--- config.mk ---
export PLATFORM = sky130hd
export DESIGN_NAME = sdram_init_refresh_seq
export DESIGN_NICKNAME = d
export VERILOG_FILES = /design/src/rtl/sdr_seq_pkg.sv /design/src/rtl/sdr_wait_timer.sv /design/src/rtl/sdr_refi_timer.sv /design/src/rtl/sdr_cmd_enc.sv /design/src/rtl/sdram_init_refresh_seq.sv
export SDC_FILE = /design/constraint.sdc
export NUM_CORES = 1
export LEC_CHECK = 0
export CORE_ASPECT_RATIO = 1.5
export CORE_MARGIN = 3
export CORE_UTILIZATION = 63
export DETAILED_ROUTE_END_ITERATION = 6
export DONT_BUFFER_PORTS = 1
export PLACE_DENSITY = 0.79
export SETUP_SLACK_MARGIN = 0.05
export SYNTH_ARGS = -nofsm -noshare
export SYNTH_HDL_FRONTEND = slang
export SYNTH_SLANG_ARGS = --single-unit
export TNS_END_PERCENT = 10
--- constraint.sdc ---
create_clock -name clk_i -period 2.95 [get_ports clk_i]
set_input_delay 0.7375 -clock clk_i [delete_from_list [all_inputs] [get_ports clk_i]]
set_output_delay 0.7375 -clock clk_i [all_outputs]
set_load 0.005 [all_outputs]
--- src/rtl/sdr_seq_pkg.sv ---
package sdr_seq_pkg;

  typedef enum logic [2:0] {
    CMD_NOP,
    CMD_PALL,
    CMD_AREF,
    CMD_MRS,
    CMD_SREF
  } cmd_e;

  typedef enum logic [3:0] {
    S_PAUSE,
    S_PALL,
    S_WRP,
    S_AREF,
    S_WRC,
    S_MRS,
    S_WMRD,
    S_IDLE,
    S_SRE,
    S_SR,
    S_SRW,
    S_SRR
  } st_e;

endpackage

--- src/rtl/sdr_wait_timer.sv ---
module sdr_wait_timer #(
  parameter int unsigned CNT_W   = 8,
  parameter int unsigned RST_VAL = 0
) (
  input  logic             clk_i,
  input  logic             rst_ni,
  input  logic             load_i,
  input  logic [CNT_W-1:0] val_i,
  output logic             zero_o
);
  logic [CNT_W-1:0] cnt_q;

  always_ff @(posedge clk_i or negedge rst_ni) begin
    if (!rst_ni)              cnt_q <= CNT_W'(RST_VAL);
    else if (load_i)          cnt_q <= val_i;
    else if (cnt_q != '0)     cnt_q <= cnt_q - 1'b1;
  end

  assign zero_o = (cnt_q == '0);


  count_down_chk: assert property (@(posedge clk_i) disable iff (!rst_ni)
    (!load_i && !zero_o) |=> (cnt_q == $past(cnt_q) - 1'b1));

endmodule

--- src/rtl/sdr_refi_timer.sv ---
module sdr_refi_timer #(
  parameter int unsigned T_REFI = 390
) (
  input  logic clk_i,
  input  logic rst_ni,
  input  logic clr_i,
  input  logic ack_i,
  output logic pend_o,
  output logic over_o
);
  localparam int unsigned RW = $clog2(T_REFI + 1);

  logic [RW-1:0] cnt_q;
  logic          wrap;

  assign wrap = (cnt_q == RW'(T_REFI - 1));

  always_ff @(posedge clk_i or negedge rst_ni) begin
    if (!rst_ni) begin
      cnt_q  <= '0;
      pend_o <= 1'b0;
      over_o <= 1'b0;
    end else if (clr_i) begin
      cnt_q  <= '0;
      pend_o <= 1'b0;
      over_o <= 1'b0;
    end else begin
      cnt_q <= wrap ? '0 : cnt_q + 1'b1;
      if (ack_i) begin
        pend_o <= wrap;
        over_o <= 1'b0;
      end else if (wrap) begin
        pend_o <= 1'b1;
        over_o <= pend_o | over_o;   // second lapse while still pending
      end
    end
  end


  overdue_pend_chk: assert property (@(posedge clk_i) disable iff (!rst_ni)
    over_o |-> pend_o);


  overdue_needs_prior_chk: assert property (@(posedge clk_i) disable iff (!rst_ni)
    $rose(over_o) |-> $past(pend_o));

endmodule

--- src/rtl/sdr_cmd_enc.sv ---
module sdr_cmd_enc
  import sdr_seq_pkg::*;
#(
  parameter int unsigned       ADDR_W   = 13,
  parameter logic [ADDR_W-1:0] MODE_VAL = '0
) (
  input  cmd_e              cmd_i,
  input  logic              cke_i,
  output logic              cke_o,
  output logic              cs_n_o,
  output logic              ras_n_o,
  output logic              cas_n_o,
  output logic              we_n_o,
  output logic [ADDR_W-1:0] addr_o
);
  logic [ADDR_W-1:0] pall_addr;

  // all-bank select bit sits at position 10 when the bus is wide enough
  generate
    if (ADDR_W > 10) begin : g_a10
      assign pall_addr = ADDR_W'(1) << 10;
    end else begin : g_narrow
      assign pall_addr = '1;
    end
  endgenerate

  assign cke_o = cke_i;

  always_comb begin
    {cs_n_o, ras_n_o, cas_n_o, we_n_o} = 4'b0111;
    addr_o = '0;
    unique case (cmd_i)
      CMD_PALL: begin
        {cs_n_o, ras_n_o, cas_n_o, we_n_o} = 4'b0010;
        addr_o = pall_addr;
      end
      CMD_AREF, CMD_SREF: {cs_n_o, ras_n_o, cas_n_o, we_n_o} = 4'b0001;
      CMD_MRS: begin
        {cs_n_o, ras_n_o, cas_n_o, we_n_o} = 4'b0000;
        addr_o = MODE_VAL;
      end
      default: ;
    endcase
  end

endmodule

--- src/rtl/sdram_init_refresh_seq.sv ---
module sdram_init_refresh_seq
  import sdr_seq_pkg::*;
#(
  parameter int unsigned       CLK_MHZ   = 50,
  parameter int unsigned       PAUSE_US  = 100,
  parameter int unsigned       T_RP      = 3,
  parameter int unsigned       T_RC      = 7,
  parameter int unsigned       T_MRD     = 2,
  parameter int unsigned       T_REFI    = 390,
  parameter int unsigned       INIT_REFS = 8,
  parameter int unsigned       ADDR_W    = 13,
  parameter logic [ADDR_W-1:0] MODE_VAL  = 13'h033
) (
  input  logic              clk_i,
  input  logic              rst_ni,
  input  logic              acc_req_i,
  input  logic              sr_req_i,
  output logic              acc_gnt_o,
  output logic              ready_o,
  output logic              cke_o,
  output logic              cs_n_o,
  output logic              ras_n_o,
  output logic              cas_n_o,
  output logic              we_n_o,
  output logic [ADDR_W-1:0] addr_o
);
  localparam int unsigned PAUSE_CYC = CLK_MHZ * PAUSE_US;
  localparam int unsigned CNT_W     = $clog2(PAUSE_CYC + T_RC + T_RP + T_MRD + 2);
  localparam int unsigned REFS_W    = $clog2(INIT_REFS + 1);
  localparam int unsigned GAP_W     = $clog2(T_RC + 1);
  // wait state after a one-cycle command lasts load+1 cycles
  localparam logic [CNT_W-1:0] LD_RP  = CNT_W'(T_RP - 2);
  localparam logic [CNT_W-1:0] LD_RC  = CNT_W'(T_RC - 2);
  localparam logic [CNT_W-1:0] LD_MRD = CNT_W'(T_MRD - 2);
  localparam logic [CNT_W-1:0] LD_SRR = CNT_W'(T_RC - 1);

  st_e                st_q, st_d;
  cmd_e               cmd;
  logic               cke;
  logic               ld, tmr_zero;
  logic [CNT_W-1:0]   ld_val;
  logic [REFS_W-1:0]  ref_left_q;
  logic               init_done_q;
  logic               pend, over, ack, clr, in_sr;

  sdr_wait_timer #(
    .CNT_W  (CNT_W),
    .RST_VAL(PAUSE_CYC - 1)
  ) i_wait (
    .clk_i (clk_i),
    .rst_ni(rst_ni),
    .load_i(ld),
    .val_i (ld_val),
    .zero_o(tmr_zero)
  );

  sdr_refi_timer #(
    .T_REFI(T_REFI)
  ) i_refi (
    .clk_i (clk_i),
    .rst_ni(rst_ni),
    .clr_i (clr),
    .ack_i (ack),
    .pend_o(pend),
    .over_o(over)
  );

  sdr_cmd_enc #(
    .ADDR_W  (ADDR_W),
    .MODE_VAL(MODE_VAL)
  ) i_enc (
    .cmd_i  (cmd),
    .cke_i  (cke),
    .cke_o  (cke_o),
    .cs_n_o (cs_n_o),
    .ras_n_o(ras_n_o),
    .cas_n_o(cas_n_o),
    .we_n_o (we_n_o),
    .addr_o (addr_o)
  );

  assign in_sr     = (st_q == S_SRE) || (st_q == S_SR) || (st_q == S_SRW) || (st_q == S_SRR);
  assign clr       = !init_done_q || in_sr;
  assign ack       = (st_q == S_IDLE) && !acc_req_i && pend;
  assign ready_o   = (st_q == S_IDLE);
  assign acc_gnt_o = ready_o && acc_req_i;

  always_comb begin
    st_d   = st_q;
    ld     = 1'b0;
    ld_val = '0;
    cmd    = CMD_NOP;
    cke    = 1'b1;
    unique case (st_q)
      S_PAUSE: if (tmr_zero) st_d = S_PALL;
      S_PALL: begin
        cmd = CMD_PALL; ld = 1'b1; ld_val = LD_RP; st_d = S_WRP;
      end
      S_WRP: if (tmr_zero) st_d = S_AREF;
      S_AREF: begin
        cmd = CMD_AREF; ld = 1'b1; ld_val = LD_RC; st_d = S_WRC;
      end
      S_WRC: if (tmr_zero) begin
        if (ref_left_q != '0)  st_d = S_AREF;
        else if (init_done_q)  st_d = S_IDLE;
        else                   st_d = S_MRS;
      end
      S_MRS: begin
        cmd = CMD_MRS; ld = 1'b1; ld_val = LD_MRD; st_d = S_WMRD;
      end
      S_WMRD: if (tmr_zero) st_d = S_IDLE;
      S_IDLE: begin
        if (acc_req_i)      st_d = S_IDLE;
        else if (pend)      st_d = S_AREF;
        else if (sr_req_i)  st_d = S_SRE;
      end
      S_SRE: begin
        cmd = CMD_SREF; cke = 1'b0; st_d = S_SR;
      end
      S_SR: begin
        cke = 1'b0;
        if (!sr_req_i) begin
          st_d = S_SRW; ld = 1'b1; ld_val = CNT_W'(1);
        end
      end
      S_SRW: if (tmr_zero) begin
        st_d = S_SRR; ld = 1'b1; ld_val = LD_SRR;
      end
      S_SRR: if (tmr_zero) st_d = S_IDLE;
      default: st_d = S_PAUSE;
    endcase
  end

  always_ff @(posedge clk_i or negedge rst_ni) begin
    if (!rst_ni) begin
      st_q        <= S_PAUSE;
      ref_left_q  <= '0;
      init_done_q <= 1'b0;
    end else begin
      st_q <= st_d;
      if (st_q == S_MRS) init_done_q <= 1'b1;
      if (st_q == S_PALL)
        ref_left_q <= REFS_W'(INIT_REFS - 1);
      else if (st_q == S_WRC && tmr_zero && ref_left_q != '0)
        ref_left_q <= ref_left_q - 1'b1;
      else if (ack)
        ref_left_q <= over ? REFS_W'(1) : '0;   // catch-up pair
    end
  end

  // ---- checker state and assertions ----
  logic [REFS_W-1:0] refs_seen_q;
  logic [GAP_W-1:0]  gap_q;

  always_ff @(posedge clk_i or negedge rst_ni) begin
    if (!rst_ni) begin
      refs_seen_q <= '0;
      gap_q       <= GAP_W'(T_RC);
    end else begin
      if (st_q == S_AREF && !init_done_q) refs_seen_q <= refs_seen_q + 1'b1;
      if (st_q == S_AREF)                 gap_q <= GAP_W'(1);
      else if (gap_q != GAP_W'(T_RC))     gap_q <= gap_q + 1'b1;
    end
  end


  pall_after_pause_chk: assert property (@(posedge clk_i) disable iff (!rst_ni)
    (st_q == S_PALL) |-> ($past(st_q) == S_PAUSE));


  init_refs_chk: assert property (@(posedge clk_i) disable iff (!rst_ni)
    (st_q == S_MRS) |-> (refs_seen_q == REFS_W'(INIT_REFS)));


  ref_spacing_chk: assert property (@(posedge clk_i) disable iff (!rst_ni)
    (st_q == S_AREF) |-> (gap_q == GAP_W'(T_RC)));


  ready_needs_init_chk: assert property (@(posedge clk_i) disable iff (!rst_ni)
    ready_o |-> init_done_q);


  sr_exit_busy_chk: assert property (@(posedge clk_i) disable iff (!rst_ni)
    $rose(cke_o) |=> !ready_o);


  gnt_only_nop_chk: assert property (@(posedge clk_i) disable iff (!rst_ni)
    acc_gnt_o |-> (cs_n_o || (ras_n_o && cas_n_o && we_n_o)));

endmodule

After elaboration in Yosys (flattened, before gate mapping)
Cells that the tools add are included.
- memory bits (read-only): 0
- bits in writable memories: 0
- output and inout port bits: 20
- latch bits: 0
- memories: 0
- input port bits: 4
- register bits after elaboration: 33
- logic and storage cells: 97
- div/mod/pow operators: 0
- shifts and indexed selects: 0
- multiplexer cells: 38
- reduce and logical (&&, ||, !) cells: 25
- multipliers: 0
- bitwise operators: 1
- magnitude comparators: 0
- equal/unequal tests: 23
- add/sub/neg operators: 3
- operators with widths (kind ; number):
    2-to-1 mux 4 bit ; 12
    case mux 4 bit (11 select lines) ; 1
    2-to-1 mux 13 bit ; 2
    case mux 3 bit (4 select lines) ; 2
    case mux 11 bit (2 select lines) ; 1
    2-to-1 mux 9 bit ; 2
    == test 4 x 3 -> 1 bit, second input constant ; 4
    == test 4 bit, second input constant ; 4
    2-to-1 mux 1 bit ; 14
    logical NOT 13 bit ; 1
    nonzero test 13 bit ; 1
    subtractor 13 x 1 -> 13 bit, second input constant ; 1
    != test 2 bit, second input constant ; 5
    adder 9 x 1 -> 9 bit, second input constant ; 1
    == test 9 bit, second input constant ; 1
    == test 4 x 2 -> 1 bit, second input constant ; 2
    AND reduction 7 bit ; 1
    == test 3 x 2 -> 1 bit, second input constant ; 2
    2-to-1 mux 3 bit ; 2
    nonzero test 3 bit ; 2
    OR reduction 2 bit ; 3
    OR reduction 3 bit ; 2
    logical AND 1 bit ; 5
    == test 4 x 1 -> 1 bit, second input constant ; 1
    other kinds (14) ; 18

Logic depth before layout (Yosys ltp)
Gate-level depths: netlist (run 1).
- word-level depth: 6
- gate-level depth with buffers: 7
- mapped depth without buffers: 7

By module
Synthesis (run 1) repeated with hierarchy kept, for this count alone.
- cells, all modules: 247
- area, all modules: 2183.3 um^2
- modules (own cells, without submodules) (module ; area each (um^2) ; cells each ; times used ; seq. area each (um^2)):
    sdr_wait_timer ; 775.7 ; 82 ; 1 ; 334.1
    sdram_init_refresh_seq ; 729.4 ; 94 ; 1 ; 225.2
    sdr_refi_timer ; 526.8 ; 50 ; 1 ; 275.3
    sdr_cmd_enc ; 151.4 ; 21 ; 1 ; 0.0

Worst setup path before layout (run 1)
OpenSTA, ideal clock, no wires.
- path kind: register to register
- start point: reg i_wait.cnt_q[0]
- end point: reg st_q[1]
- arrival: 2.041 ns
- clock period less this slack: 2.167 ns
- cell stages (with the launch flop): 7
- buffers on the path: 0
- path slack: 0.783 ns
- library setup time: 0.126 ns
- data required time: 2.824 ns
- cell sequence: dfstp_2 inv_1 ha_1 or3b_2 nor4_4 o221ai_2 o32a_1
- cells in the longest elaborated chain, start to end: 3
- elaborated cells on any way between the ends: 7
- those cells by class: 5 x eq/ne; 2 x reduce/logical
- ends and longest elaborated chain (what ; RTL line ; RTL):
    start, declared ; sdr_wait_timer.sv:11 ; logic [CNT_W-1:0] cnt_q;
    start signal, assigned ; sdr_wait_timer.sv:14 ; if (!rst_ni) cnt_q <= CNT_W'(RST_VAL);
    start signal, assigned ; sdr_wait_timer.sv:15 ; else if (load_i) cnt_q <= val_i;
    start signal, assigned ; sdr_wait_timer.sv:16 ; else if (cnt_q != '0) cnt_q <= cnt_q - 1'b1;
    logical NOT 13 bit * ; sdr_wait_timer.sv:19 ; assign zero_o = (cnt_q == '0);
    != test 2 bit (no source line) or != test 2 x 1 -> 1 bit (tied branches) ; n/a ;
    AND reduction 7 bit (no source line) * ; n/a ;
    end signal, assigned ; sdram_init_refresh_seq.sv:140 ; st_q <= st_d;
    end, declared ; sdram_init_refresh_seq.sv:37 ; st_e st_q, st_d;
Mark *: on every way between the ends. The rest lies on a longest branch, timed or not.
A chain may end at the register's enable or synchronous reset.

Worst setup path after layout (run 1)
- start point: reg st_q[2]
- end point: out acc_gnt_o
- cells in the longest elaborated chain, start to end: 2
- ends and longest elaborated chain (what ; RTL line ; RTL):
    == test 4 x 3 -> 1 bit ; sdram_init_refresh_seq.sv:85 ; assign ready_o = (st_q == S_IDLE);
    named net ready_o ; sdram_init_refresh_seq.sv:19 ; output logic ready_o,
    logical AND 1 bit ; sdram_init_refresh_seq.sv:86 ; assign acc_gnt_o = ready_o && acc_req_i;
    end, declared ; sdram_init_refresh_seq.sv:18 ; output logic acc_gnt_o,
The timed path passes the listed nets, and every way through them passes these cells.

==> impl_metrics.tcl, run 1 <==
set metrics [dict create \
    crit_path_start_kind "flop" \
    tns_ns 0 \
    ys.flop_type "dfrtp_1" \
    initial_core_util_pct 67.2 \
    p_leak_uw 0.000902 \
    vias 1561 \
    critPathMaxFanout 12 \
    hold_viol_final 0 \
    layout_min_cycle_time_ns 2.45 \
    drt_pre_antenna_iters 5 \
    synth_top_area_share_pct 32.9 \
    required_ns 2.21 \
    met1_usage_pct 27.4 \
    yosysWarnings 0 \
    synth_top_area_cell "dfrtp_1" \
    cts_tree "done" \
    postCtsSetupBuffers 0 \
    numClockSinks 33 \
    ys_ff_latch 33 \
    cts_root_buf "clkbuf_8" \
    power_uw 896 \
    cts_buffer_depth 2 \
    io_pins 24 \
    grtUsageMet3_pct 5.01 \
    yosysMostFrequentCell "dfrtp_1" \
    cts_made_buffers 5 \
    hpwl_um 2840 \
    p_per_area_mw_per_mm2 434 \
    async_reset_ff_share_pct 100 \
    synthCells 218 \
    postCtsResizedCells 0 \
    place.gp.congestion 0.821 \
    arrival_ns 1.71 \
    sw_frac_of_total_pct 18.7 \
    synth_edf_count 0 \
    p_int_uw 729 \
    max_freq_ghz 0.408 \
    wl_per_cell_um 15.3 \
    grt_usage_pct 23.1 \
    synth_seq_area_share_pct 42.2 \
    netlist_area_sq_mm 0.00198 \
    crit_type "flop to primary output" \
    power_frac_seq_pct 50.5 \
    setup.worst_path.end_class "primary output" \
    fp.dieArea_sq_mm 0.00386 \
    grt_pass1_vias 1511 \
    gr-total-overflow 0 \
    drt-initial-drc-count 58 \
    gr-usage-met2_pct 41.2 \
    holdCritPathClass "primary input to async pin" \
    grt_max_degree 34 \
    slew_viol_final 0 \
    placementRows 24 \
    die_x_um 51.7 \
    wl_um 3940 \
    power_frac_clock_pct 49.0 \
    finalNetCount 225 \
    synthTopCellsByArea "dfrtp_1, dfstp_2, nor2_1, buf_4, xor2_1" \
    holdBufCountCts 0 \
    clkLatencyLatePin_ns 0.28 \
    fin_skew_ns 0.00407 \
    coreArea_sq_mm 0.00294 \
    p_comb_share_pct 0.4 \
    finalCritPeriodShare_pct 83.0 \
    grt_first_pass_wirelength_um 6740 \
    h-tree-depth 2 \
    die_h_um 74.6 \
    tightest_slew_ns 0.651 \
    rsz0062_at_grt "no" \
    synthToLayoutAreaGrowth_pct 4.56 \
    status "completed" \
    ff2ff_setup_slack_ns 0.55 \
    slew-limit-headroom_pct 56.2 \
    antenna_found_initial 0 \
    synth.distinct_cells 50 \
    synth_common_cells "dfrtp_1, nor2_1, nand2_1, buf_4" \
    peakVddDrop_uv 359 \
    antennaDiodeCount 0 \
    clkTransAtPathRegs_ns 0.07 \
    synth_area_per_cell_sq_um 9.07 \
    portBuffers 0 \
    switching_power_uw 168 \
    ant_nets 0 \
    drcViolationCount 0 \
    drv_cap 0 \
    viasPerCell 6.07 \
    setup_violations 0 \
    drive_gt1_share_pct 10.6 \
    busiest_layer "met2" \
]
-- per-layer routing --
layer  routed length [um]  vias to the layer above  part of all wire (%)
li1                     -                      744                     -
met1                 1600                      772                    41
met2                 2150                       41                    55
met3                  155                        4                   3.9
met4                   31                        0                  0.79
met5                    0                        -                     0
-- metrics by stage --
step                      utilization, %  hold WS, ns  worst slack, ns  instances  cell area, sq um
after global placement              66.3        0.443            0.696        249              1950
after global routing                70.2        0.124            0.345        257              2070
after detailed placement            66.3        0.443            0.592        249              1950
final                               70.2        0.140            0.501        257              2070
after floorplan                        -        0.442            0.783        226              2010
after CTS                           70.2        0.131            0.532        257              2070
-- worst paths after layout --
| check | to | start | cells after the start |
|---|---|---|---|
| max in group asynchronous | i_wait.cnt_q[2] | rst_ni | 0 |
| worst min register to register | i_wait.cnt_q[12] | i_wait.cnt_q[12] | 1 |
| min in group clk_i | i_wait.cnt_q[12] | i_wait.cnt_q[12] | 1 |
| worst max register to register | ref_left_q[2] | i_wait.cnt_q[10] | 5 |
| worst max-delay path | acc_gnt_o | st_q[2] | 4 |
| worst min-delay path | i_refi.cnt_q[4] | rst_ni | 0 |
-- power groups by stage --
stage	Clock [uW]	Combinational, uW	Sequential [uW]
2_1_floorplan	0	11.8	461
3_3_place_gp	0	3.21	461
3_5_place_dp	0	3.18	461
4_1_cts	447	3.18	453
5_1_grt	463	4.42	453
6_report	439	3.89	453
-- critical path, stage by stage (launching register included) --
cell and delay, ns:
dfrtp_1 0.55, nor2b_1 0.31, nand3_1 0.16, inv_1 0.23
and2_1 0.18
-- cell type report --
cell class	count	area [sq um]
inverters	10	37.5
clock inverters	1	30.0
well taps	39	48.8
clock buffers	7	86.3
fillers	242	876
flip-flops and latches	33	835
multi-input cells	167	1030
-- state kept, by name (all words and copies together) (netlist names) --
| signal | cells |
|---|---|
| i_refi.pend_o | 1 |
| ref_left_q | 4 |
| i_refi.over_o | 1 |
| i_wait.cnt_q | 13 |
| st_q | 4 |
| init_done_q | 1 |
| i_refi.cnt_q | 9 |
-- cells in the final DEF, fill, tap and decap left out, drive strengths merged, types with 2 or more instances in the layout --
| cell | n |
|---|---|
| a211oi | 2 |
| a21o | 3 |
| a21oi | 10 |
| a31oi | 3 |
| a32oi | 2 |
| and2 | 4 |
| and3 | 2 |
| clkbuf | 7 |
| conb | 9 |
| dfrtp | 26 |
| dfstp | 7 |
| ha | 4 |
| inv | 10 |
| mux2 | 2 |
| nand2 | 18 |
| nand2b | 5 |
| nand3 | 7 |
| nand3b | 2 |
| nand4 | 4 |
| nor2 | 25 |
| nor2b | 4 |
| nor3 | 9 |
| nor3b | 2 |
| nor4 | 2 |
| o21a | 2 |
| o21ai | 9 |
| o32a | 2 |
| or2 | 2 |
| or3 | 4 |
| or4 | 3 |
| xnor2 | 4 |
| xor2 | 9 |
-- logic make-up after synthesis --
kind of cell,after synthesis,share of synthesized area (%)
mux,3,1.65
buf+inv,26,7.22
xor+xnor,13,5.76
flops,33,42.2
other cells,1,0.190
compound gates,43,14.9
simple gates,95,25.5
fa+ha+maj,4,2.53
No activity file was read; power rests on OpenSTA's default activity.
==> inputs of run 2 (changes only) <==
clock period = 2.4 ns   (was 2.95 ns; I/O delays follow)
==> run 2 against run 1 <==
Critical path type is now flop to flop; global-route usage increased by 0.80 points; sequential power increased by 23%; first-iteration DRC count decreased by 19%; via count increased by 2.0%; sequential share of layout area decreased by 1.1 points; setup slack got worse by 0.38 ns; non-clock buffer count increased by 8; largest cell class unchanged; clock-buffer cell count unchanged; clock power increased by 5.0%; routed wire length increased by 7.0%; critical path depth increased by 3; flip-flop and latch count unchanged.
==> impl_metrics.tcl, run 2 (synthesis gave the netlist of run 1 again) <==
set metrics [dict create \
    status "completed" \
    crit_path_start_kind "flop" \
    final_cells 265 \
    top_regs "i_wait.cnt_q x13, i_refi.cnt_q x9" \
    p_per_area_mw_per_mm2 486 \
    tns_ns 0 \
    mostFrequentLayoutCells "nor2_1, dfrtp_1, nand2_1" \
    reg2reg_from "i_wait.cnt_q[0]" \
    clkLatencyLatePin_ns 0.28 \
    hold_viol_final 0 \
    grt_first_pass_wirelength_um 6920 \
    drt_pre_antenna_iters 5 \
    fillers 237 \
    ant_nets 0 \
    antenna_found_initial 0 \
    grt_max_degree 18 \
    finalNetCount 233 \
    cts_made_buffers 5 \
    max_freq_ghz 0.440 \
    grt_usage_pct 23.9 \
    die_h_um 74.6 \
    clkTransAtPathRegs_ns 0.07 \
    h-tree-depth 2 \
    vias 1592 \
    place.gp.congestion 0.835 \
    numClockSinks 33 \
    slew-limit-headroom_pct 54.2 \
    cts_buffer_depth 2 \
    gr-total-overflow 0 \
    drive_gt1_share_pct 12.8 \
    layout_min_cycle_time_ns 2.27 \
    regMostFlops "i_wait.cnt_q" \
    critPathMaxFanout 6 \
    fin_skew_ns 0.00805 \
    setup.worst_path.end_class "flop" \
    largest_reg_flops 13 \
    hpwl_um 2880 \
    ff2ff_setup_slack_ns 0.13 \
    slew_viol_final 0 \
    tightest_slew_ns 0.685 \
    portBuffers 0 \
    reg2reg_to "ref_left_q[2]" \
    io_pins 24 \
    drt-initial-drc-count 47 \
    cts_root_buf "clkbuf_8" \
    initial_core_util_pct 67.2 \
    coreArea_sq_mm 0.00294 \
    rsz0062_at_grt "yes" \
    arrival_ns 2.48 \
    setup_violations 0 \
    drcViolationCount 0 \
    synthToLayoutAreaGrowth_pct 7.72 \
    r2r.worst_path.cells 7 \
    required_ns 2.61 \
    power_uw 1040 \
    drv_cap 0 \
    placementRows 24 \
    viasPerCell 6.01 \
    wl_per_cell_um 15.9 \
    die_x_um 51.7 \
    holdCritPathClass "primary input to async pin" \
    peakVddDrop_uv 471 \
    grt_pass1_vias 1581 \
    cts_tree "done" \
    crit_type "flop to flop" \
    antennaDiodeCount 0 \
    dp.cells 253 \
    wl_um 4220 \
    finalCritPeriodShare_pct 94.8 \
    p_leak_uw 0.000932 \
    fp.dieArea_sq_mm 0.00386 \
]
[run 2: per-stage QoR]
step / setup slack [ns] / util, % / cell area [sq um] / hold WS, ns
2_1_floorplan: 0.233 / - / 2010 / 0.304
3_3_place_gp: 0.252 / 67.3 / 1980 / 0.305
3_5_place_dp: 0.124 / 67.3 / 1980 / 0.305
4_1_cts: 0.118 / 71.8 / 2110 / 0.00251
5_1_grt: 0.0293 / 72.4 / 2130 / 0.139
6_report: 0.126 / 72.4 / 2130 / 0.150
[run 2: worst max path at each step]
stage,start,to,slack [ns],cells after the start
after global routing,st_q[0],ras_n_o,0.03,3
after CTS,i_wait.cnt_q[0],ref_left_q[2],0.12,7
after detailed placement,i_wait.cnt_q[0],ref_left_q[2],0.12,7
final,i_wait.cnt_q[0],ref_left_q[2],0.13,7
after global placement,i_wait.cnt_q[0],st_q[1],0.25,6
after floorplan,i_wait.cnt_q[0],st_q[1],0.23,6
[run 2: worst max-delay path, stage by stage, from the launching register on]
cell and delay (ns):
dfstp_2 0.37, inv_1 0.09, ha_1 0.20, nor3b_1 0.34, nand4_1 0.31, nor3_4 0.37
mux2_2 0.38, o21ai_0 0.13
[run 2: what timing repair did]
action                                 in CTS  in global routing
gates resized for setup                     0                  2
setup endpoints to repair                   0                  5
endpoints found under the hold margin      15                  7
hold buffers                                3                  1
buffers inserted                            0                  0
[run 2: layer usage]
| layer | routed length (um) | GRT usage, % |
|---|---|---|
| met1 | 1680 | 27.6 |
| met2 | 2240 | 41.6 |
| met3 | 177 | 4.81 |
| met4 | 121 | 11.7 |
| met5 | 0 | 0 |
[run 2: area by class of cell]
type / instances / area [sq um] / share of cell area (%)
inverters: 10 / 37.5 / 1.76
multi-input cells: 167 / 1040 / 48.6
repair buffers: 8 / 70.1 / 3.29
flip-flops and latches: 33 / 836 / 39.2
clock buffers: 7 / 96.3 / 4.52
well taps: 39 / 48.8 / 2.29
clock inverters: 1 / 5.00 / 0.235
[run 2: where the power goes]
part / leakage (uW) / internal [uW] / switching [uW]
Clock: 0.0000542 / 259 / 202
Sequential: 0.000403 / 557 / 0
Combinational: 0.000475 / 4.91 / 13.4
==> inputs of run 3 (changes only) <==
CORE_UTILIZATION = 57   (was 63)
GPL_ROUTABILITY_DRIVEN = 0   (was default)
PLACE_DENSITY = 0.75   (was 0.79)
clock period = 2 ns   (was 2.4 ns; I/O delays follow)
==> run 3 against run 2 <==
The flow now finishes with violations (setup timing); sequential share of layout area shrank 3.7 points; clock power grew 62%; clock skew shrank 0.0011 ns; critical path type unchanged; largest power group is now clock.
==> impl_metrics.tcl, run 3 (synthesis gave the netlist of run 1 again) <==
set metrics [dict create \
    status "complete, but fails checks" \
    violations "setup timing" \
    arrival_ns 2.19 \
    die_h_um 78.1 \
    crit_path_start_kind "flop" \
    max_freq_ghz 0.497 \
    required_ns 2.18 \
    h-tree-depth 2 \
    cts_tree "done" \
    wl_um 4780 \
    design_area_sq_mm 0.00236 \
    critPathMaxFanout 6 \
    placementRows 25 \
    r2r.worst_path.cells 7 \
    p_per_area_mw_per_mm2 608 \
    hpwl_um 3180 \
    wl_per_cell_um 17.0 \
    setup_violations 2 \
    reg2reg_to "st_q[0]" \
    startpoint "i_wait.cnt_q[0]" \
    hold_slack_ns 0.0183 \
    largest_reg_flops 13 \
    drt-initial-drc-count 85 \
    slew_viol_final 0 \
    mostFrequentLayoutCells "nor2_1, dfrtp_1, buf_4" \
    finalCritPeriodShare_pct 101 \
    portBuffers 0 \
    drt_pre_antenna_iters 4 \
    drv_cap 0 \
    grt_usage_pct 24.8 \
    antennaDiodeCount 0 \
    io_pins 24 \
    fp.dieArea_sq_mm 0.00423 \
    p_leak_uw 0.00105 \
    cts_made_buffers 5 \
    grt_first_pass_wirelength_um 7780 \
    numClockSinks 33 \
    peakVddDrop_uv 574 \
    antenna_found_initial 0 \
    gr-total-overflow 0 \
    grt_pass1_vias 1715 \
    fin_ws_ns -0.0132 \
    final_common_cell "nor2_1" \
    die_x_um 54.1 \
    top_regs "i_wait.cnt_q x13, i_refi.cnt_q x9" \
    crit_type "flop to flop" \
    layout_min_cycle_time_ns 2.01 \
    cp_cell_sequence "inv_2 -> ha_4 -> or3b_4 -> nor4_4 -> o221ai_4 -> buf_4 -> a21o_1" \
    clkTransAtPathRegs_ns 0.07 \
    ant_nets 0 \
    vias 1670 \
    regMostFlops "i_wait.cnt_q" \
    fin_skew_ns 0.00691 \
    cts_root_buf "clkbuf_8" \
    finalNetCount 248 \
    synthToLayoutAreaGrowth_pct 19.4 \
    drcViolationCount 0 \
    drive_gt1_share_pct 27.4 \
    slowest_stage "or3b_4" \
    coreArea_sq_mm 0.00325 \
    setup.worst_path.end_class "flop" \
    clkLatencyLatePin_ns 0.29 \
    cts_buffer_depth 2 \
    initial_core_util_pct 60.8 \
    place_area_sq_mm 0.00207 \
    viasPerCell 5.94 \
    reg2reg_from "i_wait.cnt_q[0]" \
    grt_max_degree 27 \
    rsz0062_at_grt "yes" \
    holdCritPathClass "primary input to async pin" \
    ff2ff_setup_slack_ns -0.01 \
    critPathMaxStageDelay_ns 0.39 \
    hold_viol_final 0 \
    crit_end "st_q[0]" \
]
==> run 3: cell types whose count changed in the layout (fill, tap and decap cells not counted), sizes merged <==
cell | before | now
bufinv | 0 | 2
clkbuf | 7 | 5
buf | 4 | 23
dlygate4sd3 | 4 | 0
==> run 3: metal layers <==
metal  vias up  track usage (%)  wire (um)
li1        793                -          -
met1       823             26.5       1810
met2        40             44.1       2630
met3        14             7.21        222
met4         0             8.98        120
met5         -                0          0
==> run 3: cell type report <==
cell class | instances | area, sq um
clock buffer | 5 | 68.8
clock inverter | 3 | 65.1
fill | 253 | 893
inverter | 10 | 37.5
multi-input combinational | 167 | 1110
sequential | 33 | 840
tap | 40 | 50.0
timing repair buffer | 23 | 185
==> run 3: metrics by stage <==
stage / std cells / worst slack (ns) / utilization, % / setup TNS [ns] / total power (uW)
6_report: 281 / -0.0132 / 72.5 / -0.0225 / 1430
5_1_grt: 281 / -0.101 / 72.5 / -0.443 / 1480
4_1_cts: 280 / -0.0378 / 70.9 / -0.105 / 1450
3_5_place_dp: 263 / -0.0223 / 63.7 / -0.0244 / 685
3_3_place_gp: 263 / 0.0606 / 63.7 / 0 / 685
2_1_floorplan: 226 / 0.0279 / - / 0 / 698
==> run 3: repair_timing <==
item / 4_1_cts / 5_1_grt
hold buffers: 1 / 0
endpoints found under the hold margin: 26 / 0
gates cloned: 0 / 0
pin swaps: 3 / 3
gates resized for setup: 8 / 9
buffers inserted: 8 / 1
setup endpoints to repair: 19 / 19
==> run 3: power breakdown <==
group          internal [uW]  switching, uW  total (uW)  leakage [uW]
Sequential               668              0         668      0.000398
Combinational           4.68           15.0        19.7      0.000580
Clock                    495            252         747     0.0000681
Total                   1170            267        1430       0.00105
==> run 3: worst min path at each step <==
stage / endpoint / slack (ns) / depth (start not counted)
floorplan: i_refi.cnt_q[0] / 0.20 / 0
global placement: i_wait.cnt_q[11] / 0.21 / 0
detailed placement: i_wait.cnt_q[11] / 0.21 / 0
CTS: i_wait.cnt_q[11] / 0.02 / 1
global route: i_wait.cnt_q[11] / 0.01 / 1
finish: i_refi.cnt_q[4] / 0.02 / 1
==> run 3: worst max-delay path, delay by kind of cell (launching register included) <==
| family | cells | cell delay [ns] |
|---|---|---|
| and+or+nand+nor | 2 | 0.77 |
| DFF | 1 | 0.38 |
| buffers and inverters | 2 | 0.25 |
| AOI/OAI and AO/OA | 2 | 0.37 |
| adders and majority gates | 1 | 0.14 |
